### config.mk
export PLATFORM = sky130hd
export DESIGN_NAME = hpathEstimator
export DESIGN_NICKNAME = d
export VERILOG_FILES = /design/src/rtl/hpathEstPkg.sv /design/src/rtl/hpathEstCtrl.sv /design/src/rtl/hpathEstCell.sv /design/src/rtl/hpathEstDatapath.sv /design/src/rtl/hpathEstimator.sv
export SDC_FILE = /design/constraint.sdc
export NUM_CORES = 1
export LEC_CHECK = 0
export ABC_AREA = 1
export BUFFER_PORTS_ARGS = -buffer_cell sky130_fd_sc_hd__buf_2
export CAP_MARGIN = 30
export CELL_PAD_IN_SITES_DETAIL_PLACEMENT = 1
export CELL_PAD_IN_SITES_GLOBAL_PLACEMENT = 1
export CORE_UTILIZATION = 36
export CTS_BUF_LIST = sky130_fd_sc_hd__clkbuf_4
export DETAILED_ROUTE_END_ITERATION = 10
export PLACE_DENSITY = 0.92
export SYNTH_ARGS = -nofsm -noshare
export SYNTH_HDL_FRONTEND = slang
export SYNTH_SLANG_ARGS = --single-unit
### constraint.sdc
create_clock -name clk -period 7.25 [get_ports clk]
set_input_delay 1.45 -clock clk [delete_from_list [all_inputs] [get_ports clk]]
set_output_delay 1.45 -clock clk [all_outputs]
set_load 0.02 [all_outputs]
### src/rtl/hpathEstPkg.sv
package hpathEstPkg;

  // Strobes from the control to the datapath
  typedef struct packed {
    logic useZero;   // treat the held cost as zero for this vector
    logic capture;   // load the held cost at the next edge
  } estStrobe_t;

endpackage

### src/rtl/hpathEstCtrl.sv
module hpathEstCtrl
  import hpathEstPkg::*;
(
  input  logic       vecValid,
  input  logic       lineStart,
  output estStrobe_t strobes
);

  always_comb begin
    strobes         = '0;
    strobes.capture = vecValid;
    strobes.useZero = vecValid & lineStart;
  end

endmodule

### src/rtl/hpathEstCell.sv
module hpathEstCell #(
  parameter int LANES       = 4,
  parameter int COST_W      = 5,
  parameter int PATH_W      = 10,
  parameter int LAMBDA_LOG2 = 2
) (
  input  logic                         clk,
  input  logic                         rst_n,
  input  logic [PATH_W-1:0]            lastCost,
  input  logic [(LANES-1)*COST_W-1:0]  laneCost,
  output logic [LANES*PATH_W-1:0]      prevCost
);

  localparam int DIFF_W = PATH_W + 2;

  // Running averages of the costs ahead of each lane
  logic [COST_W-1:0] runAvg [LANES-1];

  assign runAvg[0] = laneCost[0 +: COST_W];

  for (genvar k = 1; k < LANES - 1; k++) begin : g_avg
    logic [COST_W:0] pairSum;
    assign pairSum   = {1'b0, runAvg[k-1]} + {1'b0, laneCost[k*COST_W +: COST_W]};
    assign runAvg[k] = pairSum[COST_W:1];
  end

  assign prevCost[0 +: PATH_W] = lastCost;

  for (genvar j = 1; j < LANES; j++) begin : g_lane
    logic        [PATH_W-1:0] target;
    logic signed [DIFF_W-1:0] gap;
    logic signed [DIFF_W-1:0] stepVal;
    logic signed [DIFF_W-1:0] blend;
    logic        [PATH_W-1:0] estimate;
    logic        [PATH_W-1:0] boundLo;
    logic        [PATH_W-1:0] boundHi;

    always_comb begin
      target  = PATH_W'(runAvg[j-1]);
      gap     = $signed({2'b00, target}) - $signed({2'b00, lastCost});
      stepVal = gap >>> LAMBDA_LOG2;
      blend   = $signed({2'b00, lastCost}) + stepVal;
      if (blend[DIFF_W-1])
        estimate = '0;
      else if (|blend[DIFF_W-2:PATH_W])
        estimate = '1;
      else
        estimate = blend[PATH_W-1:0];
      boundLo = (target < lastCost) ? target : lastCost;
      boundHi = (target < lastCost) ? lastCost : target;
    end

    assign prevCost[j*PATH_W +: PATH_W] = estimate;

    // estimate stays between held cost and average
    p_est_bounded_r5: assert property (@(posedge clk) disable iff (!rst_n)
      (prevCost[j*PATH_W +: PATH_W] >= boundLo) && (prevCost[j*PATH_W +: PATH_W] <= boundHi));

    if (LAMBDA_LOG2 == 0) begin : g_unity
      // unity weight takes the average directly
      p_unity_weight_r10: assert property (@(posedge clk) disable iff (!rst_n)
        prevCost[j*PATH_W +: PATH_W] == target);
    end
  end

endmodule

### src/rtl/hpathEstDatapath.sv
module hpathEstDatapath
  import hpathEstPkg::*;
#(
  parameter int LANES       = 4,
  parameter int NDISP       = 8,
  parameter int COST_W      = 5,
  parameter int PATH_W      = 10,
  parameter int LAMBDA_LOG2 = 2
) (
  input  logic                               clk,
  input  logic                               rst_n,
  input  estStrobe_t                         strobes,
  input  logic [(LANES-1)*NDISP*COST_W-1:0]  costIn,
  input  logic [NDISP*PATH_W-1:0]            lastPathIn,
  output logic [LANES*NDISP*PATH_W-1:0]      prevPathOut
);

  localparam int CELL_IN_W  = (LANES - 1) * COST_W;
  localparam int CELL_OUT_W = LANES * PATH_W;

  for (genvar d = 0; d < NDISP; d++) begin : g_disp
    logic [PATH_W-1:0]     heldCost;
    logic [PATH_W-1:0]     effCost;
    logic [CELL_IN_W-1:0]  cellCost;
    logic [CELL_OUT_W-1:0] cellOut;

    always_ff @(posedge clk or negedge rst_n) begin
      if (!rst_n)
        heldCost <= '0;
      else if (strobes.capture)
        heldCost <= lastPathIn[d*PATH_W +: PATH_W];
    end

    assign effCost = strobes.useZero ? '0 : heldCost;

    for (genvar l = 0; l < LANES - 1; l++) begin : g_gather
      assign cellCost[l*COST_W +: COST_W] = costIn[(l*NDISP + d)*COST_W +: COST_W];
    end

    hpathEstCell #(
      .LANES      (LANES),
      .COST_W     (COST_W),
      .PATH_W     (PATH_W),
      .LAMBDA_LOG2(LAMBDA_LOG2)
    ) u_cell (
      .clk      (clk),
      .rst_n    (rst_n),
      .lastCost (effCost),
      .laneCost (cellCost),
      .prevCost (cellOut)
    );

    for (genvar l = 0; l < LANES; l++) begin : g_scatter
      assign prevPathOut[(l*NDISP + d)*PATH_W +: PATH_W] = cellOut[l*PATH_W +: PATH_W];
    end

    // first lane follows the cost captured at the previous valid edge
    p_lane0_follows_r1: assert property (@(posedge clk) disable iff (!rst_n)
      ($past(rst_n) && $past(strobes.capture) && !strobes.useZero)
      |-> prevPathOut[d*PATH_W +: PATH_W] == $past(lastPathIn[d*PATH_W +: PATH_W]));

    // line start forces a zero held cost
    p_line_zero_r6: assert property (@(posedge clk) disable iff (!rst_n)
      strobes.useZero |-> prevPathOut[d*PATH_W +: PATH_W] == '0);

    // no valid vector, no change of the held cost
    p_hold_r7: assert property (@(posedge clk) disable iff (!rst_n)
      ($past(rst_n) && !$past(strobes.capture) && !strobes.useZero)
      |-> $stable(prevPathOut[d*PATH_W +: PATH_W]));

    // held cost is zero right after reset
    p_reset_clear_r8: assert property (@(posedge clk) disable iff (!rst_n)
      (!$past(rst_n)) |-> heldCost == '0);
  end

endmodule

### src/rtl/hpathEstimator.sv
module hpathEstimator
  import hpathEstPkg::*;
#(
  parameter int LANES       = 4,
  parameter int NDISP       = 8,
  parameter int COST_W      = 5,
  parameter int PATH_W      = 10,
  parameter int LAMBDA_LOG2 = 2
) (
  input  logic                               clk,
  input  logic                               rst_n,
  input  logic                               vecValid,
  input  logic                               lineStart,
  input  logic [(LANES-1)*NDISP*COST_W-1:0]  costIn,
  input  logic [NDISP*PATH_W-1:0]            lastPathIn,
  output logic [LANES*NDISP*PATH_W-1:0]      prevPathOut
);

  estStrobe_t strobes;

  hpathEstCtrl u_ctrl (
    .vecValid (vecValid),
    .lineStart(lineStart),
    .strobes  (strobes)
  );

  hpathEstDatapath #(
    .LANES      (LANES),
    .NDISP      (NDISP),
    .COST_W     (COST_W),
    .PATH_W     (PATH_W),
    .LAMBDA_LOG2(LAMBDA_LOG2)
  ) u_dp (
    .clk        (clk),
    .rst_n      (rst_n),
    .strobes    (strobes),
    .costIn     (costIn),
    .lastPathIn (lastPathIn),
    .prevPathOut(prevPathOut)
  );

endmodule

==> results_dict.tcl, run 1 <==
set metrics [dict create \
    outcome "stopped before the end" \
    haltStage "global routing (5_1_grt)" \
    error_line "[ERROR GRT-0232] Routing congestion too high. Check the congestion heatmap in the GUI." \
    synth_top_area_share 0.188 \
    io_pins 524 \
    async_flop_share 1.00 \
    synth_area_um2 28300 \
    grt-worst-endpoint "prevPathOut[241]" \
    htreeDepth 3 \
    die_y_um 283 \
    grt_max_degree 70 \
    synth_cell_types 47 \
    synth_commonest_cells "nand2_1 (1419), inv_1 (991), ha_1 (415)" \
    synth_area_leaders "nand2_1 (19%), ha_1 (18%), inv_1 (13%)" \
    root_buffer "clkbuf_4" \
    synth_cells 4863 \
    ys_ff_latch 80 \
    synth.most_common_cell "nand2_1" \
    row_count 102 \
    syn_area_per_cell_um2 5.83 \
    synthFlopType "dfrtp_1" \
    yosysSeqAreaShare 0.0707 \
    grt_overflow 37 \
    worstEndpointType "top-level output" \
    grt_usage 0.570 \
    dp.cells 6730 \
    numPortBuffers 523 \
    syn_nets 5522 \
    initial_utilization 0.365 \
    die_w_um 283 \
    cts_buffers 9 \
    ys_warn_count 0 \
    yosysTopAreaCell "nand2_1" \
    clock_path_buffers 2 \
    cts_sinks 80 \
    gp_congestion 0.995 \
    synth-edff-count 0 \
    dp_hpwl_um 107000 \
]
## metrics by stage
stage | setup WS, ns | area (um2)
2_1_floorplan | 0.154 | 28300
3_3_place_gp | -0.206 | 34600
3_5_place_dp | -0.710 | 34600
4_1_cts | -0.238 | 37100
## cells by family after synthesis
group,Yosys count,share of synthesized area
adders and majority gates,455,0.212
and+or+nand+nor,2278,0.337
muxes,32,0.0127
buffers and inverters,1056,0.143
DFF,80,0.0707
xor gates and xnor gates,305,0.0968
AOI/OAI and AO/OA,657,0.129
## layer usage
| layer | overflow | track usage |
|---|---|---|
| met5 | 0 | 0.106 |
| met4 | 23 | 0.574 |
| met3 | 1 | 0.409 |
| met2 | 13 | 0.763 |
| met1 | 0 | 0.550 |
## repair_timing
action / 4_1_cts
cloned: 11
resized for setup: 442
endpoints found under the hold margin: 0
hold buffers: 0
setup buffers: 53
endpoints found under the setup margin: 86
pin swaps: 199
==> inputs of run 2 (changes only) <==
- CELL_PAD_IN_SITES_DETAIL_PLACEMENT: 1 -> unset
- CELL_PAD_IN_SITES_GLOBAL_PLACEMENT: 1 -> unset
- CORE_UTILIZATION: 36 -> 40
- CTS_BUF_LIST: sky130_fd_sc_hd__clkbuf_4 -> unset
- PLACE_DENSITY: 0.92 -> unset
- PLACE_DENSITY_LB_ADDON: unset -> 0.15
- clock period: 7.25 -> 9.4 ns (I/O delays scaled with it)
==> run 2 against run 1 <==
  * Synthesized cell count unchanged
  * The flow now finishes without violations
  * Area after synthesis unchanged
==> results_dict.tcl, run 2 <==
set metrics [dict create \
    postRouteAntennaNets 0 \
    grt.busiest_layer "met2" \
    min_path_cells 1 \
    die_w_um 268 \
    cts_hold_buf 0 \
    required_ns 7.52 \
    max_freq_mhz 116 \
    cp.arrival_ns 6.71 \
    grt_overflow 0 \
    yosysSeqAreaShare 0.0707 \
    async_flop_share 1.00 \
    largest_reg_flops 80 \
    syn_area_per_cell_um2 5.83 \
    synth_area_um2 28300 \
    groute.layer.met1.usage 0.329 \
    drt_iter0_drc 1732 \
    hp-start "u_dp.g_disp[2].heldCost[6]" \
    vdd_drop_max_mv 0.186 \
    synthToLayoutAreaGrowth_pct 14.2 \
    antenna_found_initial 18 \
    outcome "finished clean" \
    yosysTopAreaCell "nand2_1" \
    hold_end "u_dp.g_disp[2].heldCost[6]" \
    clock_path_buffers 2 \
    ff2ff_setup_slack_ns 8.51 \
    crit_buf_inv 7 \
    setup-tns-final_ns 0 \
    maxSlewHeadroom 0.357 \
    synthFlopType "dfrtp_1" \
    hold_viol 0 \
    ctsResizeCount 0 \
    core_um2 70000 \
    dieArea_um2 71900 \
    cts_sinks 80 \
    gp_congestion 0.935 \
    viasPerCell 4.87 \
    io_pins 524 \
    period_needed_ns 8.59 \
    top_register "u_dp.g_disp.heldCost" \
    timing.max_cap.violations 0 \
    cp_slowest_stage_delay_ns 0.35 \
    slew_violations 0 \
    grt_setup_unrepaired "false" \
    setup_viol 0 \
    cts_buffers 9 \
    cp_max_fo 10 \
    clock_latency_ns 0.37 \
    ff2ff_path_depth 1 \
    power_density_nw_per_um2 254 \
    clkSlewWorstSetupHoldPaths_ns 0.06 \
    cts_tree "done" \
    row_count 97 \
    initial_utilization 0.405 \
    final_util 0.462 \
    startpoint_type "primary input" \
    critical-path-top-delay-family "simple AND/OR/NAND/NOR gates" \
    finalNetCount 6035 \
    r2r_end "u_dp.g_disp[1].heldCost[0]" \
    path_common_cell "inv_1" \
    cpMaxStageDelayCell "ha_1" \
    synth_cell_types 47 \
    power_leakage_nw 19.9 \
    grt.met3_usage 0.0373 \
    synth_cells 4863 \
    hold_ws_ns 0.511 \
    synth_commonest_cells "nand2_1 (1419), inv_1 (991), ha_1 (415)" \
    syn_nets 5522 \
    layout_common_cells "nand2_1 (1419), inv_1 (991), buf_2 (521), ha_1 (415), nor2_1 (364)" \
    synth_area_leaders "nand2_1 (19%), ha_1 (18%), inv_1 (13%)" \
    tightest_slew_ns 0.961 \
    synth-edff-count 0 \
    synth.most_common_cell "nand2_1" \
    grt_max_degree 73 \
    hold_path_class "reg2reg" \
    period_share 0.914 \
    finClkSkew_ns 0 \
    final_common_cell "nand2_1" \
    reg.largest.list "u_dp.g_disp.heldCost x80" \
    root_buffer "clkbuf_16" \
    wl_per_cell_um 14.4 \
    endpoint_kind "primary output" \
    finalWirelength_um 91300 \
    nFillCells 7888 \
    grt_pass1_vias 28300 \
    met2_usage 0.416 \
    vias 30800 \
    grt_pass1_wl_um 145000 \
    htreeDepth 3 \
    r2r_start "u_dp.g_disp[1].heldCost[0]" \
    die_y_um 268 \
    total_power_mw 8.21 \
    drcViolationCount 0 \
    cts_setup_buffers 0 \
    dr.pass1.iters 8 \
    synth_top_area_share 0.188 \
    worstSetupPathType "in2out" \
    drive_gt1_frac 0.133 \
    dp_hpwl_um 77600 \
    ys_ff_latch 80 \
    grt_usage 0.248 \
    ys_warn_count 0 \
    numPortBuffers 523 \
]
## run 2: cell counts after synthesis
No cell type changed its count.
## run 2: logic make-up after synthesis
group,count (synthesis),share of synthesized area
simple gates,2278,0.337
flops,80,0.0707
fa+ha+maj,455,0.212
mux,32,0.0127
compound gates,657,0.129
xor+xnor,305,0.0968
buf+inv,1056,0.143
## run 2: cell type report
| cell class | instances | area (um2) | area share |
|---|---|---|---|
| clock buffer | 9 | 225 | 0.00696 |
| multi-input combinational | 3727 | 22300 | 0.689 |
| tap | 940 | 1180 | 0.0364 |
| antenna | 10 | 25.0 | 0.000773 |
| clock inverter | 7 | 83.8 | 0.00259 |
| inverter | 1023 | 3840 | 0.119 |
| sequential | 80 | 2000 | 0.0619 |
| timing repair buffer | 535 | 2710 | 0.0838 |
## run 2: power breakdown
part / total [mW] / internal [mW] / switching, mW
sequential: 0.395 / 0.376 / 0.0188
combinational: 7.41 / 2.61 / 4.80
clock: 0.400 / 0.212 / 0.188
total: 8.21 / 3.20 / 5.01
## run 2: metal layers
layer  vias to the layer above  wire, um
met5                         -       127
met4                        22      2060
met3                       125      5090
met2                       683     41300
met1                     13700     42700
li1                      16300         -
## run 2: worst max path at each step
stage | to | cells after the start | from | slack, ns
after floorplan | prevPathOut[259] | 26 | costIn[6] | 1.44
after global routing | prevPathOut[277] | 33 | costIn[16] | 0.29
after CTS | prevPathOut[279] | 31 | costIn[16] | 0.83
after global placement | prevPathOut[279] | 30 | costIn[16] | 0.92
final | prevPathOut[279] | 31 | costIn[16] | 0.81
after detailed placement | prevPathOut[279] | 31 | costIn[16] | 0.85
## run 2: metrics by stage
step,setup WS (ns),area [um2],std cells
floorplan,1.44,28300,4863
global placement,0.920,32000,6305
detailed placement,0.849,32000,6305
CTS,0.827,32300,6321
global route,0.289,32300,6325
finish,0.806,32400,6331
Power figures use the tool's default switching activity.
==> inputs of run 3 (changes only) <==
- CAP_MARGIN: 30 -> unset
- CORE_ASPECT_RATIO: unset -> 0.5
- CORE_UTILIZATION: 40 -> 59
==> run 3 against run 2 <==
  * Cell count is 4.8% lower
  * Register-to-register slack better by 0.02 ns
  * Flip-flop and latch count unchanged
  * Non-clock buffer count shrank 1
  * Maximum frequency shrank 3.3%
  * Wire length shrank 4.9%
  * Cell area fell by 1.1%
  * Clock skew unchanged
  * Global-route usage up 9.6 points
  * Worst hold slack worse by 0.0016 ns
  * Utilization up 22 points
  * Critical path type unchanged
  * Largest power group unchanged
  * Highest routed layer is now met4
==> results_dict.tcl, run 3 (synthesis gave the netlist of run 2 again) <==
set metrics [dict create \
    top_register "u_dp.g_disp.heldCost" \
    setup_slack_ns 0.514 \
    grt_max_degree 74 \
    finalNetCount 6034 \
    drive_gt1_frac 0.133 \
    cp_slowest_stage_delay_ns 0.38 \
    wl_met2_um 41300 \
    met3WireLength_um 4870 \
    layout_common_cells "nand2_1 (1419), inv_1 (991), buf_2 (521), ha_1 (415), nor2_1 (364)" \
    antenna_found_initial 8 \
    hold_path_class "reg2reg" \
    tightest_slew_ns 0.987 \
    grt_pass1_wl_um 140000 \
    total_power_mw 8.16 \
    die_w_um 312 \
    maxSlewHeadroom 0.340 \
    finClkSkew_ns 0 \
    top_layer_used "met4" \
    max_freq_mhz 113 \
    viasPerCell 5.33 \
    clkSlewWorstSetupHoldPaths_ns 0.07 \
    startpoint_type "primary input" \
    dieArea_um2 48900 \
    cts_hold_buf 0 \
    endpoint_kind "primary output" \
    finalWirelength_um 86800 \
    cts_buffers 9 \
    grt_pass1_vias 29900 \
    power_leakage_nw 19.9 \
    vias 32100 \
    dr.pass1.iters 6 \
    postRouteAntennaNets 0 \
    cp_max_fo 9 \
    initial_utilization 0.602 \
    critical-path-top-delay-family "compound AO/OA/AOI/OAI gates" \
    core_um2 47100 \
    required_ns 7.52 \
    htreeDepth 3 \
    worstSetupPathType "in2out" \
    dp_hpwl_um 72300 \
    cts_setup_buffers 0 \
    largest_reg_flops 80 \
    gp_congestion 1.03 \
    grt_usage 0.344 \
    clock_path_buffers 2 \
    clock_latency_ns 0.38 \
    grt_setup_unrepaired "false" \
    outcome "finished clean" \
    die_y_um 157 \
    setup_viol 0 \
    numPortBuffers 523 \
    dp.cells 6002 \
    drcViolationCount 0 \
    cts_sinks 80 \
    wl_per_cell_um 14.4 \
    hold_viol 0 \
    cpMaxStageDelayCell "a21oi_1" \
    io_pins 524 \
    root_buffer "clkbuf_16" \
    synthToLayoutAreaGrowth_pct 12.9 \
    period_share 0.945 \
    slew_violations 0 \
    ctsResizeCount 0 \
    nFillCells 4519 \
    placed_area_um2 31600 \
    met1_length_um 36100 \
    path_common_cell "a21oi_1" \
    power_density_nw_per_um2 255 \
    grt_overflow 0 \
    vdd_drop_max_mv 0.237 \
    final_cells 6027 \
    dpl_worst_slack_ns 0.645 \
    timing.max_cap.violations 0 \
    row_count 56 \
    period_needed_ns 8.89 \
    setup-tns-final_ns 0 \
    final_area_um2 32000 \
    final_common_cell "nand2_1" \
    cp.arrival_ns 7.01 \
    drt_iter0_drc 2178 \
    crit_buf_inv 6 \
    cts_tree "done" \
    reg.largest.list "u_dp.g_disp.heldCost x80" \
]
## run 3: power breakdown
group,total (mW),switching (mW),internal (mW),leakage (nW)
logic,7.36,4.75,2.61,18.8
clock network,0.414,0.182,0.231,0.161
registers,0.394,0.0182,0.376,0.957
## run 3: cell type report
type | instances | area [um2] | share of cell area
inverter | 1023 | 3840 | 0.120
tap | 638 | 798 | 0.0250
multi-input combinational | 3727 | 22300 | 0.697
clock buffer | 12 | 267 | 0.00833
timing repair buffer | 534 | 2710 | 0.0846
antenna | 9 | 22.5 | 0.000704
sequential | 80 | 2000 | 0.0626
clock inverter | 4 | 58.8 | 0.00184
## run 3: routing by layer
| layer | vias up | global-route usage |
|---|---|---|
| li1 | 16300 | - |
| met1 | 14500 | 0.401 |
| met2 | 1063 | 0.618 |
| met3 | 271 | 0.0426 |
| met4 | 0 | 0.192 |
| met5 | - | 0 |
## run 3: final timing paths
kind | startpoint | to | slack [ns] | cells after the start
min in group asynchronous | rst_n | u_dp.g_disp[6].heldCost[3] | 1.40 | 1
worst max-delay path | costIn[26] | prevPathOut[296] | 0.51 | 28
worst min register to register | u_dp.g_disp[4].heldCost[6] | u_dp.g_disp[4].heldCost[6] | 0.51 | 1
worst max register to register | u_dp.g_disp[7].heldCost[0] | u_dp.g_disp[7].heldCost[0] | 8.53 | 1
max in group asynchronous | rst_n | u_dp.g_disp[5].heldCost[0] | 6.85 | 2
worst min-delay path | u_dp.g_disp[4].heldCost[6] | u_dp.g_disp[4].heldCost[6] | 0.51 | 1
## run 3: metrics by stage
step | util | hold WS, ns
finish | 0.679 | 0.509
global route | 0.679 | 0.522
CTS | 0.679 | 0.514
detailed placement | 0.672 | 0.497
global placement | 0.672 | 0.492
floorplan | - | 0.481
